`src/rtl/gfdiv_pkg.sv`:
```
package gfdiv_pkg;

    // Which of the three update rules one iteration applies
    typedef enum logic [1:0] {
        STEP_SHIFT      = 2'd0,  // constant term of a is 0
        STEP_MERGE      = 2'd1,  // a odd, bound of a >= bound of b
        STEP_MERGE_SWAP = 2'd2   // a odd, bound of a < bound of b
    } step_kind_e;

endpackage

```
`src/rtl/gfdiv_xinv.sv`:
```
// Multiply an element by x^(-1) modulo a monic f with f0 = 1.
// fh carries coefficients f1..fM of the modulus.
module gfdiv_xinv #(
    parameter int M = 163
) (
    input  logic [M-1:0] v,
    input  logic [M-1:0] fh,
    output logic [M-1:0] y
);

    for (genvar i = 0; i < M - 1; i++) begin : g_coef
        assign y[i] = v[i+1] ^ (v[0] & fh[i]);
    end
    assign y[M-1] = v[0] & fh[M-1];

endmodule

```
`src/rtl/gfdiv_step.sv`:
```
// One combinational iteration of the binary division algorithm.
module gfdiv_step
    import gfdiv_pkg::*;
#(
    parameter int M  = 163,
    parameter int BW = 8
) (
    input  logic [M-1:0]  a,
    input  logic [M:0]    b,
    input  logic [M-1:0]  c,
    input  logic [M-1:0]  d,
    input  logic [M-1:0]  fh,
    input  logic [BW-1:0] alpha,
    input  logic [BW-1:0] beta,
    output logic [M-1:0]  a_n,
    output logic [M:0]    b_n,
    output logic [M-1:0]  c_n,
    output logic [M-1:0]  d_n,
    output logic [BW-1:0] alpha_n,
    output logic [BW-1:0] beta_n
);

    step_kind_e   kind;
    logic [M:0]   a_mix;
    logic [M-1:0] c_mix;

    always_comb begin
        if (!a[0])             kind = STEP_SHIFT;
        else if (alpha < beta) kind = STEP_MERGE_SWAP;
        else                   kind = STEP_MERGE;
    end

    assign a_mix = {1'b0, a} ^ (a[0] ? b : '0);
    assign a_n   = a_mix[M:1];
    assign c_mix = a[0] ? (c ^ d) : c;

    gfdiv_xinv #(.M(M)) u_xinv (
        .v  (c_mix),
        .fh (fh),
        .y  (c_n)
    );

    always_comb begin
        b_n     = b;
        d_n     = d;
        alpha_n = alpha - BW'(1);
        beta_n  = beta;
        case (kind)
            STEP_MERGE_SWAP: begin
                b_n     = {1'b0, a};
                d_n     = c;
                alpha_n = beta - BW'(1);
                beta_n  = alpha;
            end
            default: ;
        endcase
    end

endmodule

```
`src/rtl/gfdiv_binary.sv`:
```
module gfdiv_binary #(
    parameter int M = 163
) (
    input  logic         clk,
    input  logic         rst_n,
    input  logic         start_i,
    input  logic [M-1:0] g_i,
    input  logic [M-1:0] h_i,
    input  logic [M:0]   f_i,
    output logic [M-1:0] z_o,
    output logic         done_o
);

    localparam int BW = $clog2(M + 1);

    typedef struct packed {
        logic [M-1:0]  a;
        logic [M:0]    b;
        logic [M-1:0]  c;
        logic [M-1:0]  d;
        logic [M-1:0]  fh;
        logic [BW-1:0] alpha;
        logic [BW-1:0] beta;
        logic          busy;
        logic          done;
        logic [M-1:0]  z;
    } div_state_t;

    div_state_t    st_d, st_q;
    logic [BW-1:0] min_bound;
    logic [M-1:0]  a_s, c_s, d_s;
    logic [M:0]    b_s;
    logic [BW-1:0] alpha_s, beta_s;

    assign min_bound = (st_q.alpha < st_q.beta) ? st_q.alpha : st_q.beta;

    gfdiv_step #(.M(M), .BW(BW)) u_step (
        .a       (st_q.a),
        .b       (st_q.b),
        .c       (st_q.c),
        .d       (st_q.d),
        .fh      (st_q.fh),
        .alpha   (st_q.alpha),
        .beta    (st_q.beta),
        .a_n     (a_s),
        .b_n     (b_s),
        .c_n     (c_s),
        .d_n     (d_s),
        .alpha_n (alpha_s),
        .beta_n  (beta_s)
    );

    always_comb begin
        st_d = st_q;
        if (start_i) begin
            st_d.a     = h_i;
            st_d.b     = f_i;
            st_d.c     = g_i;
            st_d.d     = '0;
            st_d.fh    = f_i[M:1];
            st_d.alpha = BW'(M - 1);
            st_d.beta  = BW'(M);
            st_d.busy  = 1'b1;
            st_d.done  = 1'b0;
            st_d.z     = '0;
        end else if (st_q.busy) begin
            if (min_bound != '0) begin
                st_d.a     = a_s;
                st_d.b     = b_s;
                st_d.c     = c_s;
                st_d.d     = d_s;
                st_d.alpha = alpha_s;
                st_d.beta  = beta_s;
            end else begin
                st_d.busy = 1'b0;
                st_d.done = 1'b1;
                st_d.z    = (st_q.a == '0) ? st_q.d : st_q.c;
            end
        end
    end

    always_ff @(posedge clk or negedge rst_n) begin
        if (!rst_n) st_q <= '0;
        else        st_q <= st_d;
    end

    assign z_o    = st_q.z;
    assign done_o = st_q.done;

endmodule

```
`config.mk`:
```
export PLATFORM = sky130hd
export DESIGN_NAME = gfdiv_binary
export DESIGN_NICKNAME = d
export VERILOG_FILES = /design/src/rtl/gfdiv_pkg.sv /design/src/rtl/gfdiv_xinv.sv /design/src/rtl/gfdiv_step.sv /design/src/rtl/gfdiv_binary.sv
export SDC_FILE = /design/constraint.sdc
export NUM_CORES = 2
export LEC_CHECK = 0
export BUFFER_PORTS_ARGS = -buffer_cell sky130_fd_sc_hd__buf_2
export CELL_PAD_IN_SITES_DETAIL_PLACEMENT = 1
export CELL_PAD_IN_SITES_GLOBAL_PLACEMENT = 1
export CORE_UTILIZATION = 32
export DETAILED_ROUTE_END_ITERATION = 10
export PLACE_DENSITY = 0.66
export SLEW_MARGIN = 25
export SYNTH_ARGS = -nofsm -noshare
export SYNTH_HDL_FRONTEND = slang
export SYNTH_SLANG_ARGS = --single-unit
```
`constraint.sdc`:
```
create_clock -name clk -period 8.85 [get_ports clk]
set_input_delay 0.885 -clock clk [delete_from_list [all_inputs] [get_ports clk]]
set_output_delay 0.885 -clock clk [all_outputs]
set_load 0.05 [all_outputs]
```
==> impl_metrics.ini <==
[synth]
synth_flop_cell = dfrtp_1
synthTopCellsByArea = dfrtp_1, mux2i_1, nand2_1
syn-cell-area_mm2 = 0.0526
async_flop_share_pct = 100
yosysTopAreaCell = dfrtp_1
syn_avg_cell_area_um2 = 9.92
synth_nets = 5802
synth_common_cells = nand2_1, dfrtp_1, mux2i_1
synth_top_area_share_pct = 47.4
synth_cell_types = 51
ys_seq_area_share_pct = 47.4
synth_warnings = 0
synth_most_common_cell = nand2_1
synth_edf_count = 0
netlist_instances = 5301
synth-seq-cells = 996

[layout]
utilization_pct = 37.2
syn_to_final_growth_pct = 15.4
drive_above_1_share_pct = 21.9
fin_cells = 7899
final_nets = 6106

[cts]
clock_latency_ns = 0.74
cts_tree = done
clk_pin_slew_ns = 0.06
cts_inserted_buffers = 118
cts_buffer_depth = 3
cts_hold_buf = 0
root_buffer = clkbuf_16
cts_setup_buffers = 0
cts_resized = 0
clock-sinks = 996
h-tree-depth = 3

[global_routing]
grt_first_pass_wirelength_um = 272000
overflow = 0
grt_max_degree = 214
grt_pass1_vias = 42446
grt_use_total_pct = 21.2
antenna_found_initial = 61

[die]
die_w_um = 407
start_util_pct = 32.3
std_cell_rows = 148
coreArea_mm2 = 0.163
die_area_mm2 = 0.166
die_h_um = 407
ios = 657

[place]
dp_hpwl_um = 118000
io_buffers = 655
globalplace.congestion = 0.812
placed_cells_incl_taps = 7659

[route]
dr.pass1.iters = 5
drtAntennaViolNets = 0
routed_via_density = 5.01
wl_met1_um = 81300
wire_per_inst_um = 22.5
drtIter0Drc = 2611
drc = 0
routed_wl_um = 178000
met3_length_um = 8870
vias = 39584
routed.top_layer = met5
wl_met2_um = 81000

[timing]
fin_skew_ns = 0.0374
rsz0062_at_grt = no
finalSetupTns_ns = 0
worst_slew_pin_slew_ns = 1.26
slew_headroom_pct = 16.2
fmax_mhz = 207
setup_violations = 0
hold_viol = 0
drv_slew = 0
fin_crit_ns = 4.82
period_share_pct = 54.5

[pwr]
pwr-share-comb_pct = 38.2
p_leak_nw = 29.0
switchingPower_mw = 7.07
p_clk_share_pct = 26.7
seqPwrFrac_pct = 35.1
totalPowerFinal_mw = 19.7
powerDensity_mw_per_mm2 = 324
ir_worst_vdd_v = 0.000207
internal_power_mw = 12.6
switching_share_pct = 36.0

[worst_setup_path]
critPathBufInv = 4
path_cells = inv_1 > ha_1 > a21o_1 > a311oi_1 > o31a_1 > mux2i_4 > buf_4 > buf_4 > buf_4 > a21oi_1 > a211oi_1
worst-setup-path-type = flip-flop to flip-flop
critPathTopFamily = buffers and inverters
cpPeakStageDelay_ns = 0.80
worst-path-max-fanout = 57
worstSetupStartpointType = flip-flop
cp.arrival_ns = 5.44
path_common_cell = buf_4
slowest_stage = buf_4
cp-end-kind = flip-flop
critPathRequiredTime_ns = 9.47

[hold_path]
hp-class = primary input to async pin

[job]
drv_cap = 0

[run_status]
status = finished, final reports clean
-- state kept, by name, indices dropped and copies added (netlist names) --
| register | count |
|---|---|
| done_o | 1 |
| z_o | 163 |
| st_q | 832 |
-- through the flow --
step / setup WS, ns / hold slack [ns] / area, um^2
finish: 4.03 / 0.199 / 60700
detailed placement: 4.02 / 0.485 / 56400
global placement: 4.15 / 0.472 / 56400
CTS: 3.98 / 0.165 / 60600
global route: 3.67 / 0.206 / 60700
floorplan: 5.67 / 0.483 / 52600
-- routing by layer --
metal	global-route usage [%]	up-vias
li1	-	18264
met1	29.3	20064
met2	33.2	871
met3	3.99	331
met4	6.88	54
met5	0	-
-- layout make-up --
| type | instances | area, um^2 |
|---|---|---|
| antenna | 15 | 37.5 |
| clock buffer | 178 | 3520 |
| clock inverter | 46 | 644 |
| fill | 18567 | 102000 |
| inverter | 171 | 642 |
| multi-input combinational | 3603 | 24200 |
| sequential | 996 | 24900 |
| tap | 2175 | 2720 |
| timing repair buffer | 715 | 3960 |
-- final timing paths --
path | startpoint | endpoint | slack, ns | cells after the start
max in group asynchronous | rst_n | z_o[74]$_DFFE_PN0P_ | 6.52 | 4
min | rst_n | st_q[501]$_DFFE_PN0P_ | 0.20 | 1
min reg2reg | done_o$_DFFE_PN0P_ | done_o$_DFFE_PN0P_ | 0.50 | 2
min in group clk | h_i[97] | st_q[931]$_DFFE_PN0P_ | 0.37 | 3
max | st_q[170]$_DFFE_PN0P_ | z_o[36]$_DFFE_PN0P_ | 4.03 | 11
max reg2reg | st_q[170]$_DFFE_PN0P_ | z_o[36]$_DFFE_PN0P_ | 4.03 | 11
-- cells in the final DEF (no fill, tap or decap), types with 162 or more instances in the layout --
| cell type | Yosys | layout |
|---|---|---|
| nand2_1 | 1166 | 1166 |
| a211oi_1 | 165 | 165 |
| a21oi_1 | 342 | 342 |
| o21ai_0 | 234 | 234 |
| o21ai_1 | 265 | 265 |
| xnor2_1 | 487 | 486 |
| dfrtp_1 | 996 | 994 |
| mux2_2 | 162 | 162 |
| inv_1 | 171 | 171 |
| mux2i_1 | 490 | 489 |
| buf_2 | 30 | 653 |
-- cells by family after synthesis --
logic type / Yosys count / synth area share [%]
compound gates: 1025 / 10.7
buf+inv: 702 / 6.71
flops: 996 / 47.4
fa+ha+maj: 8 / 0.190
xor+xnor: 487 / 8.11
mux: 815 / 17.4
simple gates: 1268 / 9.50
-- power groups by stage --
stage	Combinational, mW	Sequential [mW]	Clock, mW
2_1_floorplan	5.89	6.60	0
3_3_place_gp	7.38	6.89	0
3_5_place_dp	7.55	6.97	0
4_1_cts	7.61	6.91	5.39
5_1_grt	8.25	7.09	5.55
6_report	7.50	6.91	5.25
No activity file was read; power rests on OpenSTA's default activity.
